### src/rtl/tenv_ctl_bank.sv
module tenv_ctl_bank #(
  parameter int          MSG_DEPTH = 64,
  parameter logic [15:0] TMO_INIT  = 16'hFFFF
) (
  input  logic                   clk,
  input  logic                   rst_n,
  input  logic                   io_rd,
  input  logic                   io_wr,
  input  logic [7:0]             io_addr,
  input  logic [7:0]             io_wdata,
  output logic [7:0]             io_rdata,
  output logic                   irq_n,
  output logic                   tmo_err,
  output logic                   line_rdy,
  output logic [$clog2(MSG_DEPTH+1)-1:0] line_len,
  output logic [MSG_DEPTH*8-1:0] msg_text
);
  localparam int LW = $clog2(MSG_DEPTH+1);
  localparam int IW = $clog2(MSG_DEPTH);
  localparam logic [4:0] O_MSG  = 5'h01;
  localparam logic [4:0] O_TCTL = 5'h02;
  localparam logic [4:0] O_TLO  = 5'h03;
  localparam logic [4:0] O_THI  = 5'h04;
  localparam logic [4:0] O_CD   = 5'h10;
  localparam logic [4:0] O_CSUM = 5'h11;
  localparam logic [4:0] O_ACC  = 5'h12;
  localparam logic [4:0] O_INC  = 5'h13;

  wire       hit   = (io_addr[7:5] == 3'b100);
  wire [4:0] ofs   = io_addr[4:0];
  wire       wr_ok = io_wr & hit;
  wire       rd_ok = io_rd & hit;

  wire wr_msg  = wr_ok && ofs == O_MSG;
  wire wr_tctl = wr_ok && ofs == O_TCTL;
  wire wr_tlo  = wr_ok && ofs == O_TLO;
  wire wr_thi  = wr_ok && ofs == O_THI;
  wire wr_cd   = wr_ok && ofs == O_CD;
  wire wr_csum = wr_ok && ofs == O_CSUM;
  wire wr_acc  = wr_ok && ofs == O_ACC;
  wire wr_inc  = wr_ok && ofs == O_INC;
  wire rd_inc  = rd_ok && ofs == O_INC;
  wire nl      = wr_msg && io_wdata == 8'h0A;

  logic [7:0]    msg_mem [MSG_DEPTH];
  logic [LW-1:0] msg_cnt;
  wire           msg_room = msg_cnt < LW'(MSG_DEPTH);

  always_ff @(posedge clk) begin
    if (!rst_n) begin
      msg_cnt  <= '0;
      line_rdy <= 1'b0;
      line_len <= '0;
    end else begin
      line_rdy <= nl;
      if (nl) begin
        line_len <= msg_cnt;
        msg_cnt  <= '0;
      end else if (wr_msg && msg_room) begin
        msg_cnt <= msg_cnt + 1'b1;
      end
    end
  end

  always_ff @(posedge clk) begin
    if (wr_msg && !nl && msg_room) msg_mem[msg_cnt[IW-1:0]] <= io_wdata;
  end

  for (genvar g = 0; g < MSG_DEPTH; g++) begin : g_txt
    assign msg_text[g*8 +: 8] = msg_mem[g];
  end

  logic        tmo_en;
  logic [15:0] tmo_cnt;
  logic [15:0] tmo_lim;

  always_ff @(posedge clk) begin
    if (!rst_n) begin
      tmo_en  <= 1'b1;
      tmo_cnt <= '0;
      tmo_lim <= TMO_INIT;
      tmo_err <= 1'b0;
    end else begin
      if (wr_tlo) tmo_lim[7:0]  <= io_wdata;
      if (wr_thi) tmo_lim[15:8] <= io_wdata;
      if (wr_tctl) begin
        tmo_en <= io_wdata[0];
        if (io_wdata[1]) tmo_cnt <= '0;
      end else if (tmo_en && !tmo_err) begin
        if (tmo_cnt == tmo_lim) tmo_err <= 1'b1;
        else                    tmo_cnt <= tmo_cnt + 1'b1;
      end
    end
  end

  logic [7:0] cd_val;
  logic       cd_run;

  always_ff @(posedge clk) begin
    if (!rst_n) begin
      cd_val <= '0;
      cd_run <= 1'b0;
      irq_n  <= 1'b1;
    end else if (wr_cd) begin
      cd_val <= io_wdata;
      cd_run <= io_wdata != 8'h00;
      irq_n  <= 1'b1;
    end else if (cd_run) begin
      if (cd_val == 8'd1) begin
        irq_n  <= 1'b0;
        cd_run <= 1'b0;
      end else begin
        cd_val <= cd_val - 1'b1;
      end
    end
  end

  logic [7:0] csum;
  logic [7:0] inc_val;

  always_ff @(posedge clk) begin
    if (!rst_n) begin
      csum    <= '0;
      inc_val <= '0;
    end else begin
      if (wr_csum)     csum <= io_wdata;
      else if (wr_acc) csum <= csum + io_wdata;
      if (wr_inc)      inc_val <= io_wdata;
      else if (rd_inc) inc_val <= inc_val + 1'b1;
    end
  end

  always_comb begin
    io_rdata = 8'hFF;
    if (hit) begin
      case (ofs)
        O_TCTL:  io_rdata = {7'b0, tmo_en};
        O_TLO:   io_rdata = tmo_lim[7:0];
        O_THI:   io_rdata = tmo_lim[15:8];
        O_CSUM:  io_rdata = csum;
        O_INC:   io_rdata = inc_val;
        default: io_rdata = 8'hFF;
      endcase
    end
  end
endmodule


### config.mk
export PLATFORM = sky130hd
export DESIGN_NAME = tenv_ctl_bank
export DESIGN_NICKNAME = d
export VERILOG_FILES = /design/src/rtl/tenv_ctl_bank.sv
export SDC_FILE = /design/constraint.sdc
export NUM_CORES = 1
export LEC_CHECK = 0
export BUFFER_PORTS_ARGS = -buffer_cell sky130_fd_sc_hd__buf_2
export CORE_AREA = 2 2 212 214
export DETAILED_ROUTE_END_ITERATION = 10
export DIE_AREA = 0 0 214 216
export PLACE_DENSITY = 0.71
export SYNTH_ARGS = -nofsm -noshare
export SYNTH_HDL_FRONTEND = slang
export SYNTH_SLANG_ARGS = --single-unit
### constraint.sdc
create_clock -name clk -period 4.2 [get_ports clk]
set_clock_uncertainty 0.1 [all_clocks]
set_input_delay 0.42 -clock clk [delete_from_list [all_inputs] [get_ports clk]]
set_output_delay 0.42 -clock clk [all_outputs]
set_load 0.05 [all_outputs]
==> results.txt, run 1 <==
layout cells sized above 1: 0.3818
Buf/Inv on CP: 1
antenna violations before repair: 2
Design Area, Final: 25,490 sq um
starting density of the core: 0.4581
endpoints failing setup: 0
CP arrival: 3.18 ns
Area growth, synth to finish: 26.93%
FMAX: 0.3282 GHz
final setup TNS: 0 ns
status: completed
CP cell instances: buf_2, or4b_1, nor4_4, nand2_1, nor2_4, nand3_2, nor2_1
vias in the first global route: 12.04k
GRT Util Overall: 0.2583
FF+latch count, synth: 587
gp weighted congestion: 0.9077
GRT Residual Overflow: 0
die area: 46,220 sq um
slew margin rel.: 0.3290
io pins: 550
register-to-register setup slack: 1.55 ns
Slew Viols, Final: 0
port buffer count: 549
Clk Latency, worst-skew pair: 0.60 ns
Final ANT Viol Nets: 0
synthesized area: 20,080 sq um
Routed WL: 61,390 microns
Synth cell types: 69
Pleak: 9.361 nW
diode count: 0
RSZ-0062 raised after global routing: no
worst-path fanout max: 10
core area: 43,840 sq um
CTS sink count: 587
Detailed Route Iter0 Violations: 1,261
Rows: 77
CP max stage cell: nor2_1
register area: 16,880 sq um
Cell Pwr Density: 455.5 nW/um^2
asr flop ratio synth: 0
drt drc: 0
CP required: 4.33 ns
Worst Hold Class: in -> reg
Post-CTS Hold Fix Bufs: 0
Synthesized Nets: 1,162
Slew @ Worst Pin: 1.006 ns
# Max-Cap Violations: 0
Synthesis Warnings: 0
footprint of the multi-input gates: 2997 sq um
post-DP HPWL: 41,270 microns
DP Area: 23,650 sq um
Worst path top cell family by delay: simple AND/OR/NAND/NOR gates
Post-Layout Cell Count: 2,368
clk buf depth: 3
final period utilization: 0.7254
Critical Path Source Type: primary input
register area share after synthesis: 0.8403
Worst path max stage delay: 0.82 ns
WL per Instance: 25.92 microns
crit path time final: 3.047 ns
first-pass GRT wire length: 86,130 microns
die width: 214 microns
fillers: 3,353
hold slack: 0.1477 ns
nets: 1,764
H-tree depth: 2
largest net degree at the start of global routing: 61
total iterations of the first detailed-routing run: 5
post-cts repair resize count: 0
vias: 12.68k
vias per cell: 5.356
Mapped Cells: 1,129
post-placement cell count: 2,265
Post-CTS Setup Bufs: 0
Worst IR Drop VDD: 0.3305 mV
CTS root buf: clkbuf_16
Most used DFF post-synth: edfxtp_1
Final Hold Vio Count: 0
critical path class: in -> reg
crit end category: register
number of synthesized flops with an enable pin: 512
syn_area_per_cell: 17.79 sq um
Die Height: 216 microns
total CTS buffers: 56
CTS tree: built
Reg clk slew, reported paths: 0.06 ns
## metal layers
metal,wire length (microns),track usage,vias to the layer above
met5,10,0,-
met4,2424,0.1056,2
met3,5455,0.07118,131
met2,30290,0.4211,666
met1,23210,0.3286,6375
li1,-,-,5508
## cells in the final DEF (no fill, tap or decap), types with 11 or more instances in the layout
| cell | synthesis | routed |
|---|---|---|
| a211oi_1 | 12 | 12 |
| a21oi_1 | 23 | 23 |
| and3_1 | 14 | 14 |
| buf_2 | 3 | 549 |
| buf_4 | 3 | 30 |
| clkbuf_1 | 23 | 14 |
| clkbuf_16 | 0 | 56 |
| clkinv_1 | 0 | 11 |
| dfxtp_1 | 75 | 75 |
| edfxtp_1 | 512 | 512 |
| ha_1 | 12 | 12 |
| inv_1 | 16 | 16 |
| mux2i_1 | 34 | 34 |
| nand2_1 | 72 | 72 |
| nand3_1 | 26 | 26 |
| nand4_1 | 11 | 11 |
| nor2_1 | 117 | 117 |
| nor4_1 | 13 | 13 |
| o21ai_0 | 16 | 16 |
| xnor2_1 | 26 | 26 |
## Yosys cell counts (5+ instances only)
master | n | area, sq um
a211oi_1 | 12 | 90.09
a21oi_1 | 23 | 115.1
a22oi_1 | 6 | 45.04
a31oi_1 | 5 | 31.28
and3_1 | 14 | 87.58
buf_1 | 6 | 22.52
clkbuf_1 | 23 | 86.33
dfxtp_1 | 75 | 1501
edfxtp_1 | 512 | 15370
ha_1 | 12 | 150.1
inv_1 | 16 | 60.06
mux2i_1 | 34 | 340.3
nand2_1 | 72 | 270.3
nand3_1 | 26 | 130.1
nand4_1 | 11 | 68.82
nor2_1 | 117 | 439.2
nor2b_1 | 5 | 31.28
nor3_1 | 10 | 50.05
nor4_1 | 13 | 81.33
o2111ai_1 | 7 | 61.31
o21ai_0 | 16 | 80.08
or3_1 | 7 | 43.79
xnor2_1 | 26 | 227.7
xor2_1 | 7 | 61.31
## state kept, by name, indices dropped and copies added, names as in the netlist
register	flops
cd_run	1
cd_val	8
csum	8
inc_val	8
irq_n	1
line_len	7
line_rdy	1
msg_cnt	7
msg_mem	512
tmo_cnt	16
tmo_en	1
tmo_err	1
tmo_lim	16
## per-stage QoR
stage	power (W)	setup WS [ns]	utilization
CTS	0.01169	1.146	0.5815
detailed placement	0.006685	0.4885	0.5395
finish	0.01161	1.153	0.5815
global placement	0.006685	0.6270	0.5395
global route	0.01190	0.9859	0.5815
floorplan	0.006526	1.274	-
## logic make-up (layout without fill, tap and decap cells)
group                    after synthesis  after routing  synth area share
AO/OA/AOI/OAI                        103            103           0.03564
AND/OR/NAND/NOR                      306            306           0.07320
adder cells (fa/ha/maj)               13             13          0.008473
XOR/XNOR                              33             33           0.01439
buffers and inverters                 52            699           0.01047
multiplexers                          35             35           0.01751
flip-flops                           587            587            0.8403
## worst reg2reg max path: stages (launching register included)
cell,delay [ns]
dfxtp_1,0.35
nor4_4,0.31
nand2_1,0.13
nor2_4,0.16
nand3_2,0.39
nor2_1,0.83
## power by group
part | internal [W] | leakage (nW) | switching [W]
clock | 0.00293 | 0.886 | 0.00212
combinational | 0.0000394 | 3.27 | 0.000182
sequential | 0.00633 | 5.20 | 0.00000501
## path summary, 6_finish.rpt
path / startpoint / endpoint / cells past startpoint
max: io_addr[1] / msg_mem[54][0]$_DFFE_PP_ / 7
max reg2reg: msg_cnt[6]$_SDFFE_PP0P_ / msg_mem[54][0]$_DFFE_PP_ / 5
min reg2reg: irq_n$_SDFFE_PP1P_ / irq_n$_SDFFE_PP1P_ / 2
min: io_addr[1] / cd_val[1]$_SDFFE_PN0P_ / 4
## cell type report
type	count	area share
tap	592	0.02906
clock buffer	72	0.05811
inverter	17	0.002503
multi-input combinational	490	0.1176
sequential	587	0.6620
timing repair buffer	579	0.1166
clock inverter	31	0.01414
Note: power is estimated with default switching activity, not from simulation.
==> run 2, diff against run 1 <==
CORE_AREA = 2 2 216 218   (was 2 2 212 214)
DIE_AREA = 0 0 218 220   (was 0 0 214 216)
PLACE_DENSITY = 0.72   (was 0.71)
clock period = 2.8 ns   (was 4.2 ns; I/O delays follow)
==> results.txt, run 2 (same netlist as run 1, synthesis figures left out) <==
status: completed
Critical Path Source Type: register
nets: 1,849 (+4.8%)
Worst path top cell family by delay: simple AND/OR/NAND/NOR gates
Slew Viols, Final: 0 (unchanged)
WL per Instance: 25.49 microns (-1.7%)
footprint of the multi-input gates: 2997 sq um (unchanged)
core area: 45,860 sq um (+4.6%)
post-DP HPWL: 42,710 microns (+3.5%)
antenna violations before repair: 4 (+2)
final setup TNS: 0 ns (unchanged)
register-to-register setup slack: 0.23 ns (-1.32 ns)
Worst IR Drop VDD: 0.4583 mV (+39%)
Detailed Route Iter0 Violations: 1,373 (+8.9%)
starting density of the core: 0.4379 (-0.02026)
drt drc: 0 (unchanged)
Worst Hold Class: in -> reg
layout cells sized above 1: 0.4132 (+0.03146)
die area: 47,960 sq um (+3.8%)
Highest Signal Layer: met5
commonest non-fill, non-tap cell in the layout: buf_2
H-tree depth: 2 (unchanged)
vias per cell: 5.277 (-1.5%)
crit end category: register
Crit Reg-Reg Endpoint: tmo_cnt[12]$_SDFFE_PN0P_
die width: 218 microns (+1.9%)
endpoints failing setup: 0 (unchanged)
Comb power frac: 0.020 (about the same)
CTS sink count: 587 (unchanged)
Post-CTS Hold Fix Bufs: 0 (unchanged)
Slew @ Worst Pin: 1.163 ns (+0.1567 ns)
total iterations of the first detailed-routing run: 5 (unchanged)
met3 WL post-DR: 5593 microns (+2.5%)
DR WL met2: 31,600 microns (+4.3%)
DP Worst Slack: 0.05304 ns (-0.4354 ns)
worst-path fanout max: 12 (+2)
switching portion of total power: 0.2028 (+0.003672)
GRT Residual Overflow: 0 (unchanged)
Sw Pwr: 0.003533 W (+53%)
fillers: 3,578 (+6.7%)
Buf/Inv on CP: 1 (unchanged)
CP required: 3.18 ns (-1.15 ns)
slew margin rel.: 0.2186 (-0.1104)
Cell Pwr Density: 665.4 nW/um^2 (+46%)
vias in the first global route: 11.98k (-0.44%)
Pleak: 9.814 nW (+4.8%)
CP max stage cell: nor3_1
CP cell instances: xnor2_1, nand4_1, nor4_1, buf_4, nor3_1, a31oi_1, o31a_1
cell-internal power: 0.01389 W (+49%)
Final WS setup: 0.2264 ns (-0.9269 ns)
wl on met1: 23,950 microns (+3.2%)
Post-CTS Setup Bufs: 0 (unchanged)
Area growth, synth to finish: 30.37%
Final Hold Vio Count: 0 (unchanged)
Reg clk slew, reported paths: 0.06 ns (about the same)
Routed WL: 62,970 microns (+2.6%)
most frequent cells in the layout: buf_2 (549), edfxtp_1 (512), nor2_1 (117)
CTS root buf: clkbuf_16
Clk Latency, worst-skew pair: 0.60 ns (about the same)
Die Height: 220 microns (+1.9%)
largest net degree at the start of global routing: 71 (+16%)
# Max-Cap Violations: 0 (unchanged)
register area: 16,880 sq um (unchanged)
HP Start: io_rd
final period utilization: 0.9192
FMAX: 0.3886 GHz
GRT Util Overall: 0.2519 (-0.006387)
gp weighted congestion: 0.9115 (+0.42%)
clk buf depth: 3 (unchanged)
RSZ-0062 raised after global routing: no
FF-to-FF path depth: 7 (+2)
Rows: 79 (+2.6%)
port buffer count: 549 (unchanged)
Worst path max stage delay: 0.93 ns (+0.11 ns)
max reg flops: 512 (unchanged)
Worst R2R Start: tmo_cnt[8]$_SDFFE_PN0P_
Flop pwr share: 0.546 (about the same)
io pins: 550 (unchanged)
critical path class: reg -> reg
vias: 13.03k (+2.8%)
Util after Layout: 0.5709 (-0.01066)
first-pass GRT wire length: 86,430 microns (+0.35%)
post-cts repair resize count: 0 (unchanged)
Endpoint, Worst Hold: inc_val[7]$_SDFFE_PN0P_
Clock power frac: 0.434 (about the same)
CP arrival: 2.96 ns (-0.22 ns)
CTS tree: built
Hold Path Depth: 4 (unchanged)
total CTS buffers: 56 (unchanged)
Tot Pwr: 0.01742 W (+50%)
Final ANT Viol Nets: 0 (unchanged)
crit path time final: 2.574 ns
## run 2: changes by cell type in the layout (fill, tap and decap cells not counted), moves of 2 or more
cell	delta
buf_12	+3
buf_4	+82
clkbuf_8	-2
clkinv_1	-5
clkinv_2	+3
clkinvlp_4	+4
diode_2	+2
## run 2: worst max path at each step
stage,startpoint,cells after the start,endpoint
after floorplan,io_addr[0],7,msg_mem[63][0]$_DFFE_PP_
after global placement,io_addr[1],9,msg_mem[56][0]$_DFFE_PP_
after detailed placement,io_addr[3],9,msg_mem[56][4]$_DFFE_PP_
after CTS,io_addr[1],7,io_rdata[5]
after global routing,tmo_cnt[8]$_SDFFE_PN0P_,7,tmo_cnt[9]$_SDFFE_PN0P_
final,tmo_cnt[8]$_SDFFE_PN0P_,7,tmo_cnt[12]$_SDFFE_PN0P_
## run 2: final cells by class
type                       count  share of cell area
antenna                        2           0.0001911
clock buffer                  70             0.05634
clock inverter                33             0.01367
inverter                      17            0.002437
multi-input combinational    490              0.1145
sequential                   587              0.6446
tap                          607             0.02901
timing repair buffer         664              0.1393
## run 2: metrics by stage
| stage | hold slack [ns] | std cells | area [sq um] |
|---|---|---|---|
| after floorplan | 0.2789 | 1129 | 20080 |
| after global placement | 0.3551 | 2365 | 24340 |
| after detailed placement | 0.3554 | 2365 | 24340 |
| after CTS | 0.01461 | 2468 | 26180 |
| after global routing | 0.05421 | 2470 | 26180 |
| final | 0.05617 | 2470 | 26180 |
## run 2: layer usage
metal,vias to the layer above,track usage
li1,5673,-
met1,6550,0.3275
met2,701,0.4152
met3,106,0.06529
met4,4,0.08027
met5,-,0
## run 2: tightest hold or removal path: stages
cell and delay [ns]:
buf_2 0.13, nand3_1 0.09, xor2_1 0.13, a211oi_1 0.08
## run 2: power groups by stage
stage	Sequential (W)	Combinational (W)	Clock, W
after detailed placement	0.00970	0.000348	0
final	0.00951	0.000347	0.00757
after CTS	0.00951	0.000349	0.00766
after floorplan	0.00970	0.0000931	0
after global routing	0.00950	0.000370	0.00801
after global placement	0.00970	0.000347	0
==> run 3, diff against run 2 <==
CORE_AREA = 2 2 199 348   (was 2 2 216 218)
DIE_AREA = 0 0 201 350   (was 0 0 218 220)
PLACE_DENSITY = unset   (was 0.72)
==> results.txt, run 3 (same netlist as run 1, synthesis figures left out) <==
status: completed
Post-CTS Hold Fix Bufs: 1 (+1)
Flop pwr share: 0.563 (+0.017)
max reg flops: 512 (unchanged)
die width: 201 microns (-7.8%)
DP Worst Slack: -0.1486 ns (-0.2017 ns)
clk buf depth: 3 (unchanged)
DP Area: 24,730 sq um (+1.6%)
Pleak: 9.751 nW (-0.64%)
most frequent cells in the layout: buf_2 (549), edfxtp_1 (512), nor2_1 (117)
Detailed Route Iter0 Violations: 795 (-42%)
core area: 67,320 sq um (+47%)
Worst path max stage delay: 0.50 ns (-0.43 ns)
Sw Pwr: 0.003451 W (-2.3%)
Rows: 126 (+59%)
drt drc: 0 (unchanged)
slew margin rel.: 0.4278 (+0.2091)
endpoints failing setup: 0 (unchanged)
Clk Latency, worst-skew pair: 0.60 ns (about the same)
Slew @ Worst Pin: 0.8584 ns (-0.3047 ns)
Clock power frac: 0.415 (-0.019)
Area growth, synth to finish: 31.45%
Comb power frac: 0.021 (about the same)
CP max stage cell: or3b_2
CP cell instances: buf_2, buf_4, or3b_2, nor3_1, o41a_1, o2111ai_1, buf_2
io pins: 550 (unchanged)
final setup TNS: 0 ns (unchanged)
antenna violations before repair: 2 (-2)
commonest non-fill, non-tap cell in the layout: buf_2
Buf/Inv on CP: 3 (+2)
most used cell, CP: buf_2
Worst Hold Class: in -> reg
Worst IR Drop VDD: 0.4542 mV (-0.90%)
total iterations of the first detailed-routing run: 7 (+2)
nets: 1,846 (-0.16%)
FMAX: 0.3916 GHz (+0.78%)
Final Hold Vio Count: 0 (unchanged)
GRT Residual Overflow: 0 (unchanged)
CTS tree: built
Design Area, Final: 26,400 sq um (+0.83%)
# Max-Cap Violations: 0 (unchanged)
total CTS buffers: 51 (-8.9%)
RSZ-0062 raised after global routing: no
Final WS setup: 0.2463 ns (+0.01997 ns)
vias in the first global route: 13.10k (+9.3%)
Critical Path Source Type: primary input
port buffer count: 549 (unchanged)
CTS sink count: 587 (unchanged)
first-pass GRT wire length: 92,230 microns (+6.7%)
die area: 70,350 sq um (+47%)
largest net degree at the start of global routing: 56 (-21%)
CP arrival: 2.17 ns (-0.79 ns)
crit end category: output port
CTS root buf: clkbuf_16
crit path time final: 2.554 ns (-0.01997 ns)
post-cts repair resize count: 0 (unchanged)
Cell Pwr Density: 639.0 nW/um^2 (-4.0%)
Worst path top cell family by delay: simple AND/OR/NAND/NOR gates
Util after Layout: 0.3922 (-0.1787)
H-tree depth: 2 (unchanged)
worst-path fanout max: 8 (-4)
fillers: 6,229 (+74%)
Die Height: 350 microns (+59%)
Slew Viols, Final: 0 (unchanged)
final period utilization: 0.9120 (-0.007132)
Reg clk slew, reported paths: 0.06 ns (about the same)
gp weighted congestion: 0.8293 (-9.0%)
Final ANT Viol Nets: 0 (unchanged)
hold slack: 0.05192 ns (-0.004251 ns)
critical path class: in -> out
switching portion of total power: 0.2045 (+0.001784)
cell-internal power: 0.01342 W (-3.4%)
CP required: 2.42 ns (-0.76 ns)
starting density of the core: 0.2983 (-0.1395)
layout cells sized above 1: 0.4127 (-0.0005032)
GRT Util Overall: 0.1806 (-0.07124)
post-DP HPWL: 46,220 microns (+8.2%)
Post-CTS Setup Bufs: 0 (unchanged)
Routed WL: 65,450 microns (+4.0%)
vias per cell: 4.637 (-12%)
vias: 12.77k (-2.0%)
WL per Instance: 23.78 microns (-6.7%)
run 3: layer usage:
layer	vias to the layer above	share of wire	GRT usage
met5	-	0	0
li1	5660	-	-
met2	634	0.54	0.3387
met4	0	0.042	0.08209
met1	6351	0.36	0.1974
met3	122	0.057	0.03176
run 3: tightest hold or removal path, stage by stage:
cell and delay [ns]:
buf_2 0.09, inv_2 0.18, nor2_1 0.15
run 3: power groups by stage:
stage | clock network [W] | logic [W] | registers [W]
final | 0.00701 | 0.000357 | 0.00950
after global routing | 0.00752 | 0.000383 | 0.00950
after CTS | 0.00720 | 0.000364 | 0.00950
after detailed placement | 0 | 0.000362 | 0.00970
after global placement | 0 | 0.000363 | 0.00970
after floorplan | 0 | 0.0000931 | 0.00970
run 3: final timing paths:
check	start	endpoint	slack (ns)	cells after the start
worst max register to register	csum[0]$_SDFFE_PN0P_	csum[6]$_SDFFE_PN0P_	0.35	9
worst max-delay path	io_addr[1]	io_rdata[5]	0.25	7
worst min register to register	irq_n$_SDFFE_PP1P_	irq_n$_SDFFE_PP1P_	0.39	2
worst min-delay path	rst_n	tmo_err$_SDFFE_PN0P_	0.05	3
run 3: area by class of cell:
class                   instances  area [sq um]  share of cell area
flip-flops and latches        587         16880              0.6393
multi-input cells             490          2997              0.1135
repair buffers                666          3679              0.1393
clock inverters                31         297.8             0.01128
inverters                      17         63.81            0.002417
well taps                     896          1121             0.04247
clock buffers                  65          1363             0.05161
diodes                          1         2.502          0.00009479
run 3: stage by stage:
stage | std cells | power, W
detailed placement | 2655 | 0.01006
floorplan | 1129 | 0.009789
global route | 2753 | 0.01740
finish | 2753 | 0.01687
global placement | 2655 | 0.01006
CTS | 2752 | 0.01707
